**src/rtl/modwrap_pkg.sv**
```systemverilog
package modwrap_pkg;

  // Action chosen for the coming clock edge, listed by priority
  typedef enum logic [2:0] {
    ACT_HOLD  = 3'd0,
    ACT_INC   = 3'd1,
    ACT_WRAP  = 3'd2,
    ACT_LOAD  = 3'd3,
    ACT_CLEAR = 3'd4
  } act_e;

  localparam int unsigned DIV12_LAST = 11;

endpackage

```
**src/rtl/modwrap_term.sv**
```systemverilog
module modwrap_term #(
  parameter int unsigned WIDTH = 4,
  parameter bit          MOD12 = 1'b0
) (
  input  logic [WIDTH-1:0] count,
  input  logic             inc,
  output logic             at_last,
  output logic             force_wrap,
  output logic             tc
);
  import modwrap_pkg::*;

  localparam logic [WIDTH-1:0] NAT_LAST = {WIDTH{1'b1}};
  localparam logic [WIDTH-1:0] D12_LAST = WIDTH'(DIV12_LAST);

  generate
    if (MOD12) begin : g_div12
      // full compare against 11: values above 11 fall through to natural rollover
      assign at_last    = (count == D12_LAST);
      assign force_wrap = at_last;
    end else begin : g_natural
      assign at_last    = (count == NAT_LAST);
      assign force_wrap = 1'b0;
    end
  endgenerate

  assign tc = at_last & inc;

endmodule

```
**src/rtl/modwrap_ctrl.sv**
```systemverilog
module modwrap_ctrl (
  input  logic               clr,
  input  logic               ld,
  input  logic               inc,
  input  logic               force_wrap,
  output modwrap_pkg::act_e  act
);
  import modwrap_pkg::*;

  always_comb begin
    if (clr)             act = ACT_CLEAR;
    else if (ld)         act = ACT_LOAD;
    else if (force_wrap) act = ACT_WRAP;
    else if (inc)        act = ACT_INC;
    else                 act = ACT_HOLD;
  end

endmodule

```
**src/rtl/modwrap_next.sv**
```systemverilog
module modwrap_next #(
  parameter int unsigned WIDTH = 4
) (
  input  logic [WIDTH-1:0]  count,
  input  logic [WIDTH-1:0]  din,
  input  modwrap_pkg::act_e act,
  output logic [WIDTH-1:0]  nxt
);
  import modwrap_pkg::*;

  logic             use_load;
  logic [WIDTH-1:0] load_val;

  // wrap shares the load path with a zero data word
  assign use_load = (act == ACT_LOAD) || (act == ACT_WRAP);
  assign load_val = (act == ACT_WRAP) ? '0 : din;

  always_comb begin
    if (act == ACT_CLEAR)    nxt = '0;
    else if (use_load)       nxt = load_val;
    else if (act == ACT_INC) nxt = count + 1'b1;
    else                     nxt = count;
  end

endmodule

```
**src/rtl/modwrap_counter.sv**
```systemverilog
module modwrap_counter #(
  parameter int unsigned WIDTH = 4,
  parameter bit          MOD12 = 1'b0
) (
  input  logic             clk,
  input  logic             clr,
  input  logic             ld,
  input  logic             inc,
  input  logic [WIDTH-1:0] din,
  output logic [WIDTH-1:0] count,
  output logic             tc
);
  import modwrap_pkg::*;

  logic             at_last;
  logic             force_wrap;
  act_e             act;
  logic [WIDTH-1:0] nxt;

  modwrap_term #(.WIDTH(WIDTH), .MOD12(MOD12)) u_term (
    .count      (count),
    .inc        (inc),
    .at_last    (at_last),
    .force_wrap (force_wrap),
    .tc         (tc)
  );

  modwrap_ctrl u_ctrl (
    .clr        (clr),
    .ld         (ld),
    .inc        (inc),
    .force_wrap (force_wrap),
    .act        (act)
  );

  modwrap_next #(.WIDTH(WIDTH)) u_next (
    .count (count),
    .din   (din),
    .act   (act),
    .nxt   (nxt)
  );

  always_ff @(posedge clk) begin
    count <= nxt;
  end

endmodule

```
**config.mk**
```make
export PLATFORM = sky130hd
export DESIGN_NAME = modwrap_counter
export DESIGN_NICKNAME = d
export VERILOG_FILES = /design/src/rtl/modwrap_pkg.sv /design/src/rtl/modwrap_term.sv /design/src/rtl/modwrap_ctrl.sv /design/src/rtl/modwrap_next.sv /design/src/rtl/modwrap_counter.sv
export SDC_FILE = /design/constraint.sdc
export NUM_CORES = 1
export LEC_CHECK = 0
export ABC_AREA = 1
export BUFFER_PORTS_ARGS = -buffer_cell sky130_fd_sc_hd__buf_2
export CAP_MARGIN = 20
export CORE_AREA = 2 2 39 41
export CTS_CLUSTER_DIAMETER = 100
export CTS_CLUSTER_SIZE = 40
export DETAILED_ROUTE_END_ITERATION = 8
export DIE_AREA = 0 0 41 43
export MAX_ROUTING_LAYER = met4
export PLACE_DENSITY = 0.43
export SLEW_MARGIN = 20
export SYNTH_ARGS = -nofsm -noshare
export SYNTH_HDL_FRONTEND = slang
export SYNTH_SLANG_ARGS = --single-unit
```
**constraint.sdc**
```tcl
create_clock -name clk -period 1 [get_ports clk]
set_input_delay 0.1 -clock clk [delete_from_list [all_inputs] [get_ports clk]]
set_output_delay 0.1 -clock clk [all_outputs]
set_load 0.03 [all_outputs]
```
==> impl_metrics.json, run 1 <==
{
  "drv_cap": 0,
  "die_area_mm2": 0.001763,
  "cellLeakagePower_nw": 0.2155,
  "num_rows": 14,
  "core_region_area_mm2": 0.001384,
  "grt_max_degree": 7,
  "post-route-worst-setup-slack_ns": -0.07734,
  "postRouteWirelength_um": 734,
  "tritoncts": "yes",
  "timing.critical_path.fanout_max": 2,
  "synth.yosys.seq_area_share_pct": 31.07,
  "critical_path.startpoint_type": "flip-flop",
  "syn_area_per_cell_um2": 6.609,
  "synth.distinct_cells": 15,
  "rsz0062_at_grt": "yes",
  "worst-endpoint-arrival_ns": 0.98,
  "layout_top_registers": "count x4",
  "largest_register_ffs": 4,
  "antenna_cells": 0,
  "initial_core_util_pct": 18.63,
  "ys_seq_elements": 4,
  "worstHoldPathType": "input pin to flip-flop",
  "final-setup-viol-count": 1,
  "drv_slew": 0,
  "netlist.top_cell.by_area": "sky130_fd_sc_hd__dfxtp_1",
  "registers.top_by_ff_count": "count",
  "layoutNonFillerInstCount": 74,
  "detailedRoute.firstIterationViolations": 4,
  "timing.setup.critical_path_class": "flip-flop to output pin",
  "grt_overflow_total": 0,
  "final-hold-violation-count": 0,
  "place.detailed.instances": 70,
  "h_tree_depth": 1,
  "cts.hold.buffers_added": 0,
  "slew_headroom_pct": 86.62,
  "mappedNetlistArea_um2": 257.7,
  "finalCritPeriodShare_pct": 107.7,
  "post-route-util_pct": 32.28,
  "gp_congestion": 0.6719,
  "yosysWarningCount": 0,
  "status": "complete, but fails checks",
  "chipHeight_um": 43,
  "cp.required_ns": 0.90,
  "cp-end-kind": "output pin",
  "worst_skew_pair.late_latency_ns": 0.24,
  "failed_checks": "negative setup slack",
  "detail_route.first_pass.iterations": 3,
  "layout_cell_share_with_drive_strength_beyond_1_pct": 50.00,
  "design.portCount": 13,
  "worst_ir_drop_vdd_v": 0.0003775,
  "avgViaCountPerCell": 4.446,
  "via_count_of_the_first_global_routing_pass": 280,
  "area.growth.synth_to_final_pct": 73.30,
  "timing.fmax_mhz": 928.2,
  "final_net_count": 69,
  "min_period_ns": 1.077,
  "clock_path_buffers": 2,
  "power_density_mw_per_mm2": 1170,
  "final_antenna_net_count": 0,
  "path_clk_slew_ns": 0.04,
  "number_of_antenna_violations_at_the_first_check_in_global_routing": 0,
  "detail_route.drc_violations": 0,
  "io_buffers": 12,
  "net_count_after_synthesis": 48,
  "fillers": 165,
  "synth_area_leaders": "sky130_fd_sc_hd__dfxtp_1, sky130_fd_sc_hd__nand2_1, sky130_fd_sc_hd__nand3_1",
  "vias": 329,
  "fin_worst_skew_ns": 0.007683,
  "fp.dieW_um": 41,
  "cts_root_buf": "sky130_fd_sc_hd__clkbuf_4",
  "cts_buffers": 3,
  "post_drt_wl_per_cell_um": 9.919,
  "detailedPlacementHpwl_um": 554.1,
  "worst-slew-pin-transition_ns": 0.2007,
  "synth_top_area_share_pct": 31.07,
  "groute.usage.overall_pct": 10.26,
  "clkSinkCount": 4,
  "post_synth_inst_count": 39,
  "grt_first_pass_wirelength_um": 1110
}
-- through the flow --
stage	setup slack [ns]	setup TNS, ns	total power, W	area [µm²]	hold WS (ns)
finish	-0.07734	-0.07734	0.0005225	446.7	0.05672
global route	-0.1139	-0.1254	0.0005579	446.7	0.05590
CTS	-0.08885	-0.08885	0.0005307	439.2	0.04617
detailed placement	0.04438	0	0.0003012	376.6	0.3028
global placement	0.04991	0	0.0003032	376.6	0.3012
floorplan	-0.004988	-0.004988	0.0002495	274.0	0.1597
-- layer usage --
layer | part of all wire [%] | up-vias | GRT usage, %
li1 | - | 171 | -
met1 | 44 | 147 | 10.83
met2 | 48 | 9 | 14.06
met3 | 5.2 | 2 | 3.141
met4 | 1.9 | 0 | 10.00
met5 | 0 | - | -
-- cell usage after synthesis --
cell,n
sky130_fd_sc_hd__inv_1,3
sky130_fd_sc_hd__or2_0,1
sky130_fd_sc_hd__inv_2,1
sky130_fd_sc_hd__o21ai_2,1
sky130_fd_sc_hd__o21ai_0,1
sky130_fd_sc_hd__dfxtp_1,4
sky130_fd_sc_hd__nand3_1,4
sky130_fd_sc_hd__ha_1,1
sky130_fd_sc_hd__a31oi_1,1
sky130_fd_sc_hd__nand4_1,2
sky130_fd_sc_hd__nor2_1,5
sky130_fd_sc_hd__a21oi_1,3
sky130_fd_sc_hd__nand2_4,1
sky130_fd_sc_hd__nand2_1,10
sky130_fd_sc_hd__xor2_1,1
-- worst max-delay path, cell delays in order, from the launching register on --
cell	delay, ns
sky130_fd_sc_hd__dfxtp_4	0.35
sky130_fd_sc_hd__ha_4	0.14
sky130_fd_sc_hd__nand2_4	0.05
sky130_fd_sc_hd__nor2_4	0.07
sky130_fd_sc_hd__buf_6	0.13
-- power breakdown --
part / switching (W) / total [W] / internal, W
combinational: 0.0000738 / 0.000131 / 0.0000571
sequential: 0.0000143 / 0.000186 / 0.000171
clock: 0.0000714 / 0.000206 / 0.000135
-- cells in the final DEF (no fill, tap or decap), types with 2 or more instances in the layout --
cell type	count
sky130_fd_sc_hd__clkbuf_4	3
sky130_fd_sc_hd__a21oi_1	3
sky130_fd_sc_hd__nand4_1	2
sky130_fd_sc_hd__inv_1	3
sky130_fd_sc_hd__nand2_4	2
sky130_fd_sc_hd__nand3_1	4
sky130_fd_sc_hd__nand2_1	9
sky130_fd_sc_hd__dfxtp_4	2
sky130_fd_sc_hd__nor2_1	4
sky130_fd_sc_hd__buf_6	3
sky130_fd_sc_hd__dfxtp_2	2
sky130_fd_sc_hd__buf_4	4
sky130_fd_sc_hd__buf_2	9
-- cell families after synthesis --
group / synth area share (%)
adder cells (fa/ha/maj): 4.854
AO/OA/AOI/OAI: 13.59
buffers and inverters: 5.824
flip-flops: 31.07
AND/OR/NAND/NOR: 41.27
XOR/XNOR: 3.399
-- final cells by class --
class | instances | area (µm²) | area share, %
sequential | 4 | 90.09 | 20.17
inverter | 4 | 15.01 | 3.361
tap | 16 | 20.02 | 4.482
timing repair buffer | 16 | 108.9 | 24.37
multi-input combinational | 31 | 190.2 | 42.58
clock buffer | 3 | 22.52 | 5.042
-- path summary, 6_finish.rpt --
| kind | to | slack (ns) | from | cells after the start |
|---|---|---|---|---|
| setup / recovery | tc | -0.08 | count[1] | 4 |
| hold / removal | count[1] | 0.06 | clr | 2 |
| setup reg to reg | count[2] | 0.03 | count[1] | 6 |
| hold reg to reg | count[3] | 0.50 | count[3] | 2 |
-- timing repair --
action | CTS | global route
endpoints found under the setup margin | 1 | 4
gates cloned | 0 | 0
buffers inserted | 1 | 0
gates resized for setup | 9 | 2
pin swaps | 2 | 2
Power figures use the tool's default switching activity.
==> inputs of run 2 (changes only) <==
- HOLD_SLACK_MARGIN: unset -> 0.1
==> run 2 against run 1 <==
  * The run still ends with negative setup slack left
  * Cell count rose by 1.4%
  * Clock power rose by 2%
  * Sequential power barely moved
  * Critical path type unchanged
  * Largest cell class unchanged
==> impl_metrics.json, run 2 (same netlist as run 1, synthesis figures left out) <==
{
  "status": "complete, but fails checks",
  "final_antenna_net_count": 0,
  "cts_buffers": 3,
  "gp_congestion": 0.6719,
  "cpMaxStageDelayCell": "sky130_fd_sc_hd__dfxtp_4",
  "final-setup-viol-count": 1,
  "cp_cell_sequence": "ha_4, nand2_4, nor2_4, buf_6",
  "timing.critical_path.fanout_max": 2,
  "grt_first_pass_wirelength_um": 1138,
  "area.growth.synth_to_final_pct": 77.18,
  "via_count_of_the_first_global_routing_pass": 286,
  "initial_core_util_pct": 18.63,
  "detail_route.first_pass.iterations": 4,
  "post-place-ws_ns": 0.04438,
  "largest_register_ffs": 4,
  "postRouteWirelength_um": 756,
  "worst-endpoint-arrival_ns": 0.98,
  "h_tree_depth": 1,
  "detailedPlacementHpwl_um": 554.1,
  "slew_headroom_pct": 86.86,
  "post-route-worst-setup-slack_ns": -0.08206,
  "path_clk_slew_ns": 0.04,
  "power.switching_fraction_pct": 31.00,
  "layout_top_registers": "count x4",
  "fillers": 166,
  "detailedRoute.firstIterationViolations": 4,
  "critical_path.startpoint_type": "flip-flop",
  "groute.usage.overall_pct": 10.46,
  "power.clock.fraction_pct": 39.8,
  "drv_cap": 0,
  "detail_route.drc_violations": 0,
  "comb_power_share_pct": 25.3,
  "drv_slew": 0,
  "critical-path-max-stage-delay_ns": 0.35,
  "clkSinkCount": 4,
  "die_area_mm2": 0.001763,
  "vias": 336,
  "grt_overflow_total": 0,
  "antenna_cells": 0,
  "rsz0062_at_grt": "yes",
  "cp-end-kind": "output pin",
  "setup_tns_ns": -0.08206,
  "avgViaCountPerCell": 4.480,
  "worst_skew_pair.late_latency_ns": 0.24,
  "worst_ir_drop_vdd_v": 0.0003774,
  "design.portCount": 13,
  "p_sw_w": 0.0001644,
  "worstHoldPathType": "input pin to flip-flop",
  "registers.top_by_ff_count": "count",
  "num_rows": 14,
  "crit_start": "count[1]",
  "post_drt_wl_per_cell_um": 10.08,
  "clock_path_buffers": 2,
  "core_region_area_mm2": 0.001384,
  "crit-reg2reg-launch": "count[1]",
  "tritoncts": "yes",
  "power_density_mw_per_mm2": 1161,
  "fin_worst_skew_ns": 0.009577,
  "final_cell_mix": "sky130_fd_sc_hd__nand2_1, sky130_fd_sc_hd__buf_2, sky130_fd_sc_hd__nand3_1, sky130_fd_sc_hd__nor2_1, sky130_fd_sc_hd__buf_4",
  "sequentialPowerShare_pct": 35.0,
  "worst-slew-pin-transition_ns": 0.1971,
  "final_net_count": 70,
  "grt_max_degree": 7,
  "cts_root_buf": "sky130_fd_sc_hd__clkbuf_4",
  "timing.setup.critical_path_class": "flip-flop to output pin",
  "holdCritStartpoint": "din[1]",
  "timing.fmax_mhz": 924.2,
  "io_buffers": 12,
  "layout_cell_share_with_drive_strength_beyond_1_pct": 49.15,
  "failed_checks": "negative setup slack",
  "final-hold-violation-count": 0,
  "fp.dieW_um": 41,
  "number_of_antenna_violations_at_the_first_check_in_global_routing": 0,
  "cellLeakagePower_nw": 0.2197,
  "cp.required_ns": 0.90,
  "p_int_w": 0.0003658,
  "finalCritPeriodShare_pct": 108.2,
  "design_power_total_w": 0.0005302,
  "chipHeight_um": 43,
  "min_period_ns": 1.082
}
run 2: cell types whose count changed in the layout (fill, tap and decap cells not counted), sizes merged:
cell and change:
dlygate4sd3 +1
run 2: power by group through the flow:
stage / logic, W / clock network [W] / registers [W]
after floorplan: 0.0000424 / 0 / 0.000207
after global placement: 0.000120 / 0 / 0.000183
after detailed placement: 0.000118 / 0 / 0.000183
after CTS: 0.000129 / 0.000220 / 0.000185
after global routing: 0.000147 / 0.000228 / 0.000187
final: 0.000134 / 0.000211 / 0.000185
run 2: per-stage QoR:
| stage | cells | area, µm² | hold slack [ns] | util, % |
|---|---|---|---|---|
| global placement | 70 | 376.6 | 0.3012 | 27.22 |
| floorplan | 39 | 274.0 | 0.1597 | - |
| detailed placement | 70 | 376.6 | 0.3028 | 27.22 |
| CTS | 75 | 449.2 | 0.1224 | 32.46 |
| finish | 75 | 456.7 | 0.1237 | 33.00 |
| global route | 75 | 456.7 | 0.1333 | 33.00 |
run 2: cell type report:
type	count	area, µm²	area share, %
clock buffers	3	22.52	4.932
well taps	16	20.02	4.384
repair buffers	17	118.9	26.03
multi-input cells	31	190.2	41.64
flip-flops and latches	4	90.09	19.73
inverters	4	15.01	3.288
run 2: metal layers:
| layer | track usage [%] | wire length [µm] |
|---|---|---|
| met3 | 3.141 | 43 |
| met4 | 10.00 | 14 |
| met2 | 14.37 | 371 |
| met5 | - | 0 |
| met1 | 11.15 | 326 |
run 2: repair_timing:
action / CTS / global route
endpoints found under the hold margin: 2 / 0
buffers inserted: 1 / 0
setup endpoints to repair: 1 / 4
pin swaps: 2 / 2
cloned: 0 / 0
hold buffers: 1 / 0
resized for setup: 9 / 2
run 2: path summary, 6_finish.rpt:
| check | to | slack (ns) | cells past startpoint |
|---|---|---|---|
| max | tc | -0.08 | 4 |
| min | count[1] | 0.12 | 3 |
| max reg2reg | count[2] | 0.03 | 6 |
| min reg2reg | count[3] | 0.50 | 2 |
run 2: critical path, delay by kind of cell, from the launching register on:
kind | cells | cell delay (ns)
flops | 1 | 0.35
fa+ha+maj | 1 | 0.14
buf+inv | 1 | 0.13
simple gates | 2 | 0.12
==> inputs of run 3 (changes only) <==
- ABC_AREA: 1 -> unset
- CAP_MARGIN: 20 -> 30
- PLACE_DENSITY: 0.43 -> 0.39
==> run 3 against run 2 <==
  * The flow still finishes with violations (negative setup slack)
  * Clock-buffer cell count is 1 higher
  * Via count shrank 31%
  * Sequential cell count unchanged
  * Clock skew fell by 0.0024 ns
  * Critical path depth unchanged
  * Maximum frequency is 1.1% lower
  * Cell count shrank 19%
  * Die area unchanged
  * Design area fell by 6.0%
  * Clock power grew 9%
  * Largest power group unchanged
==> impl_metrics.json, run 3 <==
{
  "timing.setup.critical_path_class": "flip-flop to flip-flop",
  "layout_top_registers": "count x4",
  "clkSinkCount": 4,
  "tritoncts": "yes",
  "failed_checks": "negative setup slack",
  "primary_ff_master_synth": "sky130_fd_sc_hd__dfxtp_1",
  "cp-end-kind": "flip-flop",
  "synth_top_area_share_pct": 37.65,
  "final_instance_area_um2": 429.2,
  "clock_path_buffers": 2,
  "timing.fmax_mhz": 913.8,
  "cts_root_buf": "sky130_fd_sc_hd__clkbuf_4",
  "cp_cell_sequence": "ha_4, mux2_4, mux2i_1, nor2_1",
  "synth.distinct_cells": 13,
  "crit-reg2reg-launch": "count[0]",
  "antenna_cells": 0,
  "worst_ir_drop_vdd_v": 0.0003724,
  "cts_buffers": 3,
  "vias": 233,
  "post-route-worst-setup-slack_ns": -0.09435,
  "detail_route.first_pass.iterations": 1,
  "min_period_ns": 1.094,
  "critical_path.startpoint_type": "flip-flop",
  "worst_path_dominant_cell_family": "multiplexers",
  "worst-slew-pin-transition_ns": 0.1198,
  "worstHoldPathType": "input pin to flip-flop",
  "avgViaCountPerCell": 3.820,
  "grt_overflow_total": 0,
  "crit_path_end": "count[1]",
  "cpMaxStageDelayCell": "sky130_fd_sc_hd__dfxtp_4",
  "core_region_area_mm2": 0.001384,
  "synth.yosys.seq_area_share_pct": 37.65,
  "synth_most_common_cell": "sky130_fd_sc_hd__dfxtp_1",
  "status": "complete, but fails checks",
  "h_tree_depth": 1,
  "postRouteWirelength_um": 546,
  "critical-path-max-stage-delay_ns": 0.34,
  "drv_slew": 0,
  "layout.cells.most_common": "sky130_fd_sc_hd__buf_2",
  "number_of_antenna_violations_at_the_first_check_in_global_routing": 0,
  "ys_seq_elements": 4,
  "net_count_after_synthesis": 33,
  "detail_route.drc_violations": 0,
  "end_of_the_worst_register_to_register_path": "count[1]",
  "worst-endpoint-arrival_ns": 1.23,
  "synth_area_leaders": "sky130_fd_sc_hd__dfxtp_1, sky130_fd_sc_hd__mux2i_1, sky130_fd_sc_hd__xnor2_1",
  "final_cell_mix": "sky130_fd_sc_hd__buf_2, sky130_fd_sc_hd__buf_6, sky130_fd_sc_hd__clkbuf_4, sky130_fd_sc_hd__dlygate4sd3_1",
  "async_flop_share_pct": 0,
  "synth_enable_flop_cells": 0,
  "area.growth.synth_to_final_pct": 101.8,
  "grt_first_pass_wirelength_um": 979,
  "reg2reg_setup_slack_ns": -0.09,
  "post-place-ws_ns": -0.1023,
  "die_area_mm2": 0.001763,
  "place.detailed.instances": 53,
  "via_count_of_the_first_global_routing_pass": 238,
  "post_synth_inst_count": 24,
  "slew_headroom_pct": 91.79,
  "post_drt_wl_per_cell_um": 8.951,
  "post-route-util_pct": 31.01,
  "grt_max_degree": 7,
  "path_clk_slew_ns": 0.04,
  "timing.critical_path.fanout_max": 2,
  "netlist.top_cell.by_area": "sky130_fd_sc_hd__dfxtp_1",
  "registers.top_by_ff_count": "count",
  "reg2reg_path_depth": 4,
  "initial_core_util_pct": 15.37,
  "hold-worst-slack_ns": 0.1753,
  "yosysWarningCount": 0,
  "crit_start": "count[0]",
  "final_antenna_net_count": 0,
  "drv_cap": 0,
  "fp.dieW_um": 41,
  "layout_cell_share_with_drive_strength_beyond_1_pct": 55.56,
  "power_density_mw_per_mm2": 1308,
  "mappedNetlistArea_um2": 212.7,
  "cp_num_cells": 4,
  "final-setup-viol-count": 4,
  "groute.usage.overall_pct": 9.063,
  "detailedPlacementHpwl_um": 442.9,
  "cellLeakagePower_nw": 0.2054,
  "io_buffers": 12,
  "layoutNonFillerInstCount": 61,
  "final_net_count": 55,
  "chipHeight_um": 43,
  "rsz0062_at_grt": "yes",
  "design.portCount": 13,
  "final-hold-violation-count": 0,
  "fin_worst_skew_ns": 0.007187,
  "placedInstanceArea_um2": 342.8,
  "cp_num_buf_inv": 0,
  "gp_congestion": 0.6931,
  "detailedRoute.firstIterationViolations": 0,
  "worst_skew_pair.late_latency_ns": 0.24,
  "num_rows": 14,
  "finalCritPeriodShare_pct": 109.4,
  "netlist_top_cells_count": "sky130_fd_sc_hd__dfxtp_1, sky130_fd_sc_hd__nor2_1",
  "cp.required_ns": 1.14,
  "syn_area_per_cell_um2": 8.863,
  "largest_register_ffs": 4
}
## run 3: per-stage QoR
step / total power (W) / TNS [ns]
global route: 0.0006120 / -0.4674
finish: 0.0005612 / -0.2326
CTS: 0.0005732 / -0.3031
detailed placement: 0.0003153 / -0.1150
floorplan: 0.0002672 / -0.1339
global placement: 0.0003125 / -0.07842
## run 3: kinds of logic (layout without fill, tap and decap cells)
group / Yosys count / after routing / synth area share, %
and+or+nand+nor: 6 / 6 / 11.77
AOI/OAI and AO/OA: 4 / 4 / 11.76
DFF: 4 / 4 / 37.65
xor gates and xnor gates: 3 / 3 / 12.36
muxes: 3 / 3 / 14.71
buffers and inverters: 3 / 24 / 5.881
adders and majority gates: 1 / 1 / 5.881
## run 3: worst register-to-register path, cell delays in order (launching register included)
cell and delay (ns):
sky130_fd_sc_hd__dfxtp_4 0.34, sky130_fd_sc_hd__ha_4 0.22, sky130_fd_sc_hd__mux2_4 0.25, sky130_fd_sc_hd__mux2i_1 0.12
sky130_fd_sc_hd__nor2_1 0.05
## run 3: final cells by class
type                            count  area, µm²
Multi-Input combinational cell     17      151.4
Fill cell                         158      954.7
Sequential cell                     4      88.84
Inverter                            2      7.507
Timing Repair Buffer               18      135.1
Tap cell                           16      20.02
Clock buffer                        4      26.28
## run 3: per-layer routing
layer,vias up,track usage [%],share of wire (%)
li1,121,-,-
met1,102,10.65,41
met4,0,6.000,2.7
met2,8,11.56,49
met5,-,-,0
met3,2,4.712,7.1
## run 3: worst min-delay path by stage
stage / from / to / slack, ns / cells past startpoint
floorplan: clr / count[1] / 0.16 / 1
global placement: clr / count[1] / 0.31 / 2
detailed placement: clr / count[1] / 0.32 / 2
CTS: ld / count[2] / 0.18 / 2
global route: ld / count[2] / 0.19 / 2
finish: ld / count[2] / 0.18 / 2
## run 3: repair_timing
action,4_1_cts,5_1_grt
resized for setup,5,2
hold buffers,3,0
endpoints found under the hold margin,2,0
endpoints found under the setup margin,5,6
setup buffers,1,0
gates cloned,0,0
pin swaps,3,1
## run 3: power breakdown
part           internal (W)  switching [W]  total, W
combinational     0.0000761      0.0000682  0.000144
clock              0.000151      0.0000798  0.000230
sequential         0.000174      0.0000129  0.000187
